`src/rtl/trig_pkg.sv`:
```
package trig_pkg;
  typedef enum logic {
    ARM_IDLE  = 1'b0,
    ARM_READY = 1'b1
  } arm_state_e;
endpackage

```
`src/rtl/trig_sync.sv`:
```
module trig_sync #(
  parameter int N_TRIG      = 2,
  parameter int SYNC_STAGES = 2
) (
  input  logic              clk_i,
  input  logic              rst_ni,
  input  logic [N_TRIG-1:0] d_i,
  output logic [N_TRIG-1:0] q_o
);
  logic [N_TRIG-1:0] stage_q [SYNC_STAGES];

  for (genvar s = 0; s < SYNC_STAGES; s++) begin : g_stage
    if (s == 0) begin : g_first
      always_ff @(posedge clk_i or negedge rst_ni) begin
        if (!rst_ni) stage_q[s] <= '0;
        else         stage_q[s] <= d_i;
      end
    end else begin : g_next
      always_ff @(posedge clk_i or negedge rst_ni) begin
        if (!rst_ni) stage_q[s] <= '0;
        else         stage_q[s] <= stage_q[s-1];
      end
    end
  end

  assign q_o = stage_q[SYNC_STAGES-1];
endmodule

```
`src/rtl/trig_edge.sv`:
```
module trig_edge #(
  parameter int N_TRIG      = 2,
  parameter int SYNC_STAGES = 2
) (
  input  logic              clk_i,
  input  logic              rst_ni,
  input  logic [N_TRIG-1:0] sync_i,
  input  logic [N_TRIG-1:0] pol_i,
  output logic [N_TRIG-1:0] level_o,
  output logic [N_TRIG-1:0] rise_o
);
  localparam int BLANK = SYNC_STAGES + 1;
  localparam int CNT_W = $clog2(BLANK + 1);

  logic [N_TRIG-1:0] prev_q;
  logic [CNT_W-1:0]  blank_q;
  logic              valid;

  assign valid = (blank_q == CNT_W'(BLANK));

  // blank until the sync chain and prev_q hold real samples
  always_ff @(posedge clk_i or negedge rst_ni) begin
    if (!rst_ni)    blank_q <= '0;
    else if (!valid) blank_q <= blank_q + 1'b1;
  end

  for (genvar i = 0; i < N_TRIG; i++) begin : g_bit
    assign level_o[i] = sync_i[i] ^ pol_i[i];
    assign rise_o[i]  = valid & level_o[i] & ~prev_q[i];

    always_ff @(posedge clk_i or negedge rst_ni) begin
      if (!rst_ni) prev_q[i] <= 1'b0;
      else         prev_q[i] <= level_o[i];
    end
  end

  AST_EDGE_SINGLE: assert property (@(posedge clk_i) disable iff (!rst_ni)
    (rise_o & $past(rise_o)) == '0);
endmodule

```
`src/rtl/trig_arm_ctrl.sv`:
```
module trig_arm_ctrl
  import trig_pkg::*;
#(
  parameter int N_TRIG = 2
) (
  input  logic              clk_i,
  input  logic              rst_ni,
  input  logic              arm_i,
  input  logic [N_TRIG-1:0] level_i,
  input  logic [N_TRIG-1:0] rise_i,
  output logic              trig_o,
  output logic              armed_o,
  output logic [N_TRIG-1:0] src_o,
  output logic [N_TRIG-1:0] cap_o
);
  arm_state_e        state_q, state_d;
  logic              fire;
  logic              trig_q;
  logic [N_TRIG-1:0] src_q, cap_q;

  assign fire = (state_q == ARM_READY) && (|rise_i);

  always_comb begin
    state_d = state_q;
    if (fire)  state_d = ARM_IDLE;
    if (arm_i) state_d = ARM_READY;   // re-arm wins over disarm
  end

  always_ff @(posedge clk_i or negedge rst_ni) begin
    if (!rst_ni) begin
      state_q <= ARM_IDLE;
      trig_q  <= 1'b0;
      src_q   <= '0;
      cap_q   <= '0;
    end else begin
      state_q <= state_d;
      trig_q  <= fire;
      if (fire) begin
        src_q <= rise_i;
        cap_q <= level_i;
      end
    end
  end

  assign trig_o  = trig_q;
  assign armed_o = (state_q == ARM_READY);
  assign src_o   = src_q;
  assign cap_o   = cap_q;

  AST_FIRE_ARMED: assert property (@(posedge clk_i) disable iff (!rst_ni)
    trig_o |-> $past(armed_o));
  AST_DISARM: assert property (@(posedge clk_i) disable iff (!rst_ni)
    (trig_o && !$past(arm_i)) |-> !armed_o);
  AST_REARM: assert property (@(posedge clk_i) disable iff (!rst_ni)
    arm_i |=> armed_o);
endmodule

```
`src/rtl/trig_cond_top.sv`:
```
module trig_cond_top #(
  parameter int N_TRIG      = 2,
  parameter int SYNC_STAGES = 2
) (
  input  logic              clk_i,
  input  logic              rst_ni,
  input  logic [N_TRIG-1:0] trig_raw_i,
  input  logic [N_TRIG-1:0] pol_inv_i,
  input  logic              arm_i,
  output logic              trig_o,
  output logic              armed_o,
  output logic [N_TRIG-1:0] trig_src_o,
  output logic [N_TRIG-1:0] cap_level_o
);
  logic [N_TRIG-1:0] sync_w, level_w, rise_w;

  trig_sync #(.N_TRIG(N_TRIG), .SYNC_STAGES(SYNC_STAGES)) u_sync (
    .clk_i (clk_i),
    .rst_ni(rst_ni),
    .d_i   (trig_raw_i),
    .q_o   (sync_w)
  );

  trig_edge #(.N_TRIG(N_TRIG), .SYNC_STAGES(SYNC_STAGES)) u_edge (
    .clk_i  (clk_i),
    .rst_ni (rst_ni),
    .sync_i (sync_w),
    .pol_i  (pol_inv_i),
    .level_o(level_w),
    .rise_o (rise_w)
  );

  trig_arm_ctrl #(.N_TRIG(N_TRIG)) u_ctrl (
    .clk_i  (clk_i),
    .rst_ni (rst_ni),
    .arm_i  (arm_i),
    .level_i(level_w),
    .rise_i (rise_w),
    .trig_o (trig_o),
    .armed_o(armed_o),
    .src_o  (trig_src_o),
    .cap_o  (cap_level_o)
  );

  AST_SRC_READS_ONE: assert property (@(posedge clk_i) disable iff (!rst_ni)
    trig_o |-> ((trig_src_o != '0) && ((cap_level_o & trig_src_o) == trig_src_o)));
  AST_CAP_HOLD: assert property (@(posedge clk_i) disable iff (!rst_ni)
    !trig_o |-> ($stable(cap_level_o) && $stable(trig_src_o)));
endmodule

```
`config.mk`:
```
export PLATFORM = sky130hd
export DESIGN_NAME = trig_cond_top
export DESIGN_NICKNAME = d
export VERILOG_FILES = /design/src/rtl/trig_pkg.sv /design/src/rtl/trig_sync.sv /design/src/rtl/trig_edge.sv /design/src/rtl/trig_arm_ctrl.sv /design/src/rtl/trig_cond_top.sv
export SDC_FILE = /design/constraint.sdc
export NUM_CORES = 1
export LEC_CHECK = 0
export BUFFER_PORTS_ARGS = -buffer_cell sky130_fd_sc_hd__buf_2
export CAP_MARGIN = 20
export CORE_AREA = 8 8 45 47
export DETAILED_ROUTE_END_ITERATION = 10
export DIE_AREA = 0 0 53 55
export GPL_TIMING_DRIVEN = 0
export PLACE_DENSITY = 0.59
export SYNTH_ARGS = -nofsm -noshare
export SYNTH_HDL_FRONTEND = slang
export SYNTH_HIERARCHICAL = 1
export SYNTH_SLANG_ARGS = --single-unit
```
`constraint.sdc`:
```
create_clock -name clk_i -period 4.1 [get_ports clk_i]
set_input_delay 0.41 -clock clk_i [delete_from_list [all_inputs] [get_ports clk_i]]
set_output_delay 0.41 -clock clk_i [all_outputs]
set_load 0.03 [all_outputs]
```
==> impl_results.md, run 1 <==
- Register area share after synthesis: 0.690
- Io pins: 13
- Most common cell in the netlist: dfrtp_1
- Cell with the largest stage delay on the worst path: dfrtp_1
- LEAKAGE: 0.000306 uW
- Post-Syn Area per Cell: about 15 sq um
- CTS buffer count: 3
- Seq cells post-synth: 14
- Clock Tree Buf Depth: 2
- Post-synth EDFFs: 0
- Die area: about 0.0029 sq mm
- Syn-to-layout area delta: 22.9%
- CP arrival: around 1.7 ns
- Total grt overflow: 0
- Iter 0 DRT Violations: 3
- Final setup viols: 0
- Post CTS Setup Buffer Count: 0
- Placed instance area: slightly below 600 sq um
- Max incr delay on CP: roughly 0.4 ns
- Yosys cell types: 14
- Dominant cells by area after synthesis: dfrtp_1, mux2_1, a22o_2
- Worst min-delay path category: in2async
- Top cell type's share of synthesized area: 0.690
- Worst setup path class: reg2reg
- WP buf/inv: 0
- Ratio of cells with drive above 1 in the final layout: 0.469
- Crit path setup slack, layout: 2.53 ns
- Critical Path Sink Type: flip-flop
- First-pass GRT wire length: 1340 um
- Final setup TNS: 0 ns
- Maxcap violations: 0
- Worst Path Max Fanout: 4
- H-tree levels: 1
- Core area: ~0.0014 sq mm
- Final net count: 58
- CTS tree: done
- Non-Filler Instances: 65
- Area leader, netlist: dfrtp_1
- WL/cell: roughly 13 um
- Yosys warnings: 6
- GRT Overall Usage: 0.0643
- Die Span X: approximately 53 um
- Post-Syn Area: 508 sq um
- Period utilisation layout: 0.384
- Antenna Nets Post-Route: 0
- Slew HR: 0.802
- Worst skew pair latency: 0.27 ns
- Primary FF master, synth: dfrtp_1
- DRC Markers: 0
- Tmin final: 1.57 ns
- Peak VDD IR: around 0.19 mV
- Largest net degree at the start of global routing: 15
- Vias in the first global route: roughly 330
- Ys async rst share: 1.00
- Post-DP HPWL: 635 um
- Max-slew violation count: 0
- Hold buffers post-CTS: 0
- CP required: ~4.3 ns
- IO Port Bufs: 12
- Run status: finished, final reports clean
- Worst Setup SP: u_edge/blank_q[0]$_DFFE_PN0P_
- Largest delay share family, worst path: flip-flops
- Clock sinks: 14
- Number of fill cells: around 130
- DRT Wirelength: about 830 um
- Fmax: ~640 MHz
- Vias per inst: 4.57
- Worst slew pin tran: 0.297 ns
- Row Count: 14
- PD cells: between 500 and 600 mW/mm^2
- CTS root buffer: clkbuf_4
- Vias: 297
- Placed Cells incl. Taps: about 60
- Tot Pwr: around 350 uW
- Post-Syn Instances: 33
- Syn nets: between 40 and 50
- Die extent in y: 55 um
- Final Skew: approximately 0.0015 ns
- Fin area: 624 sq um
- Cts repair resizes: 0
- Final hold violation count: 0
- # diodes: 0
- Cells along the critical path: ha_1, and3b_1, o21ai_2, mux2_1
- Worst-path clk slew: 0.08 ns
- Initial core utilization: 0.367
- Antenna violations before repair: 0
- Setup slack at placement: ~2.5 ns
- RSZ-0062 raised after global routing: no
- Critical Path Start Type: flip-flop
- Origin of the critical flop-to-flop path: u_edge/blank_q[0]$_DFFE_PN0P_
- First drt pass iteration count: 4
- Final RePlAce weighted congestion: 0.630
kinds of logic (layout without fill, tap and decap cells):
logic type / count (synthesis) / in the layout / synth area share
AO/OA/AOI/OAI: 4 / 4 / 0.0739
adder cells (fa/ha/maj): 1 / 1 / 0.0246
XOR/XNOR: 3 / 3 / 0.0517
flip-flops: 14 / 14 / 0.690
multiplexers: 3 / 3 / 0.0665
buffers and inverters: 3 / 19 / 0.0369
AND/OR/NAND/NOR: 5 / 5 / 0.0567
path summary, 6_finish.rpt:
check,depth (start not counted),slack [ns],endpoint
worst max-delay path,4,2.53,u_ctrl/cap_o[1]$_DFFE_PN0P_
worst min-delay path,1,0.009,u_sync/q_o[0]$_DFF_PN0_
worst max register to register,4,2.53,u_ctrl/cap_o[1]$_DFFE_PN0P_
worst min register to register,0,0.36,u_sync/q_o[1]$_DFF_PN0_
max in group asynchronous,1,3.86,u_ctrl/src_o[0]$_DFFE_PN0P_
min in group clk_i,1,0.24,u_sync/stage_q[2]$_DFF_PN0_
layer usage:
metal	GRT usage	vias to the layer above	share of wire
li1	-	142	-
met5	0	-	0
met3	0.0321	0	0.11
met1	0.0585	147	0.38
met4	0.0517	0	0
met2	0.107	8	0.51
registers in the layout, summed over array words and instances (netlist names):
signal	cells
u_edge/prev_q	2
u_edge/blank_q	2
u_ctrl/armed_o	1
u_ctrl/src_o	2
u_sync/q_o	2
u_ctrl/cap_o	2
u_sync/stage_q	2
u_ctrl/trig_o	1
stage by stage:
step                 util  hold slack [ns]
finish              0.451          0.00863
global route        0.451           0.0194
CTS                 0.451          0.00671
detailed placement  0.425            0.315
global placement    0.425            0.307
floorplan               -            0.114
where the power goes:
part / total (uW) / internal, uW / switching (uW)
registers: 168 / 158 / 10.0
clock network: 95.8 / 54.0 / 41.9
logic: 81.6 / 28.5 / 53.1
total: 345 / 240 / 105
worst reg2reg max path, stage by stage, from the launching register on:
cell and delay, ns:
dfrtp_1 0.40, ha_1 0.26, and3b_1 0.24, o21ai_2 0.21, mux2_1 0.35
layout make-up:
| cell class | count | area [sq um] | area share |
|---|---|---|---|
| plain buffers | 2 | 15.0 | 0.0240 |
| clock buffers | 4 | 36.3 | 0.0581 |
| inverters | 1 | 3.75 | 0.00601 |
| multi-input cells | 16 | 139 | 0.222 |
| flip-flops and latches | 14 | 350 | 0.561 |
| well taps | 16 | 20.0 | 0.0321 |
| repair buffers | 12 | 60.1 | 0.0962 |
cells in the final DEF, fill, tap and decap left out:
cell type	count
a21o_2	1
a22o_2	2
and3b_1	2
buf_2	12
buf_4	2
clkbuf_4	3
clkbuf_8	1
dfrtp_1	14
ha_1	1
inv_1	1
mux2_1	2
mux2_2	1
nand2_1	2
nor2_1	1
o21ai_2	1
xnor2_1	1
xor2_1	2
No activity file was read; power rests on OpenSTA's default activity.
==> run 2, diff against run 1 <==
- clock period: 4.1 -> 1.5 ns (I/O delays scaled with it)
==> impl_results.md, run 2 (synthesis gave the netlist of run 1 again) <==
- Run status: finished, final reports clean
- Worst Path Max Fanout: 3
- Antenna violations before repair: 0
- Die area: a little under 0.003 sq mm
- Clock Tree Buf Depth: 2
- Met1 usage: 0.0650
- Worst slew pin tran: 0.298 ns
- DRC Markers: 0
- Final Skew: 0.00208 ns
- LEAKAGE: 0.000351 uW
- IO Port Bufs: 12
- Peak VDD IR: between 0.6 and 0.7 mV
- Placed Cells incl. Taps: 61
- First drt pass iteration count: 4
- Initial core utilization: 0.367
- Io pins: 13
- PD cells: between 1000 and 1500 mW/mm^2
- Antenna Nets Post-Route: 0
- Syn-to-layout area delta: 43.6%
- Cell with the largest stage delay on the worst path: dfrtp_1
- CTS buffer count: 3
- Die Span X: 53 um
- Final setup TNS: 0 ns
- # diodes: 0
- Worst setup path class: reg2reg
- Critical Path Sink Type: flip-flop
- Max incr delay on CP: about 0.41 ns
- Met2 Resource Use GR: 0.127
- Iter 0 DRT Violations: 3
- WP buf/inv: 0
- RSZ-0062 raised after global routing: no
- Final hold violation count: 0
- Core area: between 0.001 and 0.0015 sq mm
- Final net count: 65
- CTS root buffer: clkbuf_4
- Worst min-delay path category: in2reg
- Worst-path clk slew: about 0.080 ns
- Post-DP HPWL: between 600 and 700 um
- First-pass GRT wire length: ~1500 um
- Largest delay share family, worst path: flip-flops
- Total grt overflow: 0
- CTS tree: done
- Critical Path Start Type: flip-flop
- Cells along the critical path: xor2_2, and3b_2, o21ai_4, mux2_4
- Most Used Layer, Global Route: met2
- Commonest non-fill, non-tap cell in the layout: dfrtp_1
- Tmin final: around 1.5 ns
- Final RePlAce weighted congestion: 0.630
- GRT Overall Usage: 0.0732
- Vias in the first global route: roughly 370
- CP arrival: 1.63 ns
- Most frequent cells in the layout: dfrtp_1, buf_2, buf_4, clkbuf_4, dlygate4sd3_1
- Clock sinks: 14
- Period utilisation layout: 0.977
- Slew HR: 0.801
- Fmax: 682 MHz
- DRT Wirelength: just over 900 um
- CP required: ~1.7 ns
- Non-Filler Instances: 72
- Vias per inst: ~4.6
- M3 GR Usage: 0.0294
- Die extent in y: 55 um
- Max-slew violation count: 0
- Final setup viols: 0
- Maxcap violations: 0
- Largest net degree at the start of global routing: 15
- Ratio of cells with drive above 1 in the final layout: 0.607
- H-tree levels: 1
- Row Count: 14
- WL/cell: 12.9 um
- Worst skew pair latency: ~0.28 ns
- Vias: approximately 330
## run 2: report_power, final
part	total, uW	switching [uW]	internal (uW)
clock network	266	119	148
logic	276	157	119
registers	462	31.3	431
total	1000	307	697
## run 2: worst reg2reg max path, cell delays in order, from the launching register on
cell and delay, ns:
dfrtp_1 0.41, xor2_2 0.18, and3b_2 0.24, o21ai_4 0.20
mux2_4 0.32
## run 2: layout make-up
type                    count  area (sq um)
repair buffers             21           135
fillers                   121           654
flip-flops and latches     14           350
multi-input cells          16           184
clock buffers               4          36.3
inverters                   1          3.75
well taps                  16          20.0
## run 2: path summary, 6_finish.rpt
path,start,endpoint,slack (ns),cells past startpoint
worst max-delay path,u_sync/q_o[1]$_DFF_PN0_,u_ctrl/cap_o[1]$_DFFE_PN0P_,0.03,4
worst min-delay path,arm_i,u_ctrl/armed_o$_DFFE_PN0P_,0.06,2
worst max register to register,u_sync/q_o[1]$_DFF_PN0_,u_ctrl/cap_o[1]$_DFFE_PN0P_,0.03,4
worst min register to register,u_sync/stage_q[2]$_DFF_PN0_,u_sync/q_o[0]$_DFF_PN0_,0.36,0
max in group asynchronous,rst_ni,u_edge/prev_q[0]$_DFF_PN0_,0.99,2
min in group asynchronous,rst_ni,u_edge/prev_q[1]$_DFF_PN0_,0.29,2
## run 2: timing repair
| item | 4_1_cts | 5_1_grt |
|---|---|---|
| hold buffers | 3 | 0 |
| hold endpoints to repair | 16 | 0 |
| pin swaps | 5 | 1 |
| gates resized for setup | 8 | 1 |
| setup endpoints to repair | 2 | 2 |
| buffers inserted | 5 | 1 |
## run 2: routing by layer
| layer | wire (um) | share of wire |
|---|---|---|
| met5 | 0 | 0 |
| met4 | 17 | 0.018 |
| met3 | 83 | 0.090 |
| met2 | 469 | 0.51 |
| met1 | 356 | 0.38 |
## run 2: metrics by stage
step | total power (uW) | hold WS (ns) | utilization | area, sq um | worst slack (ns)
after floorplan | 614 | -0.146 | - | 508 | 0.0390
after global placement | 685 | 0.0469 | 0.425 | 588 | -0.0429
after detailed placement | 692 | 0.0554 | 0.425 | 588 | -0.0708
after CTS | 1020 | 0.0546 | 0.514 | 712 | 0.00561
after global routing | 1060 | 0.0549 | 0.527 | 729 | 0.00177
final | 1000 | 0.0575 | 0.527 | 729 | 0.0339
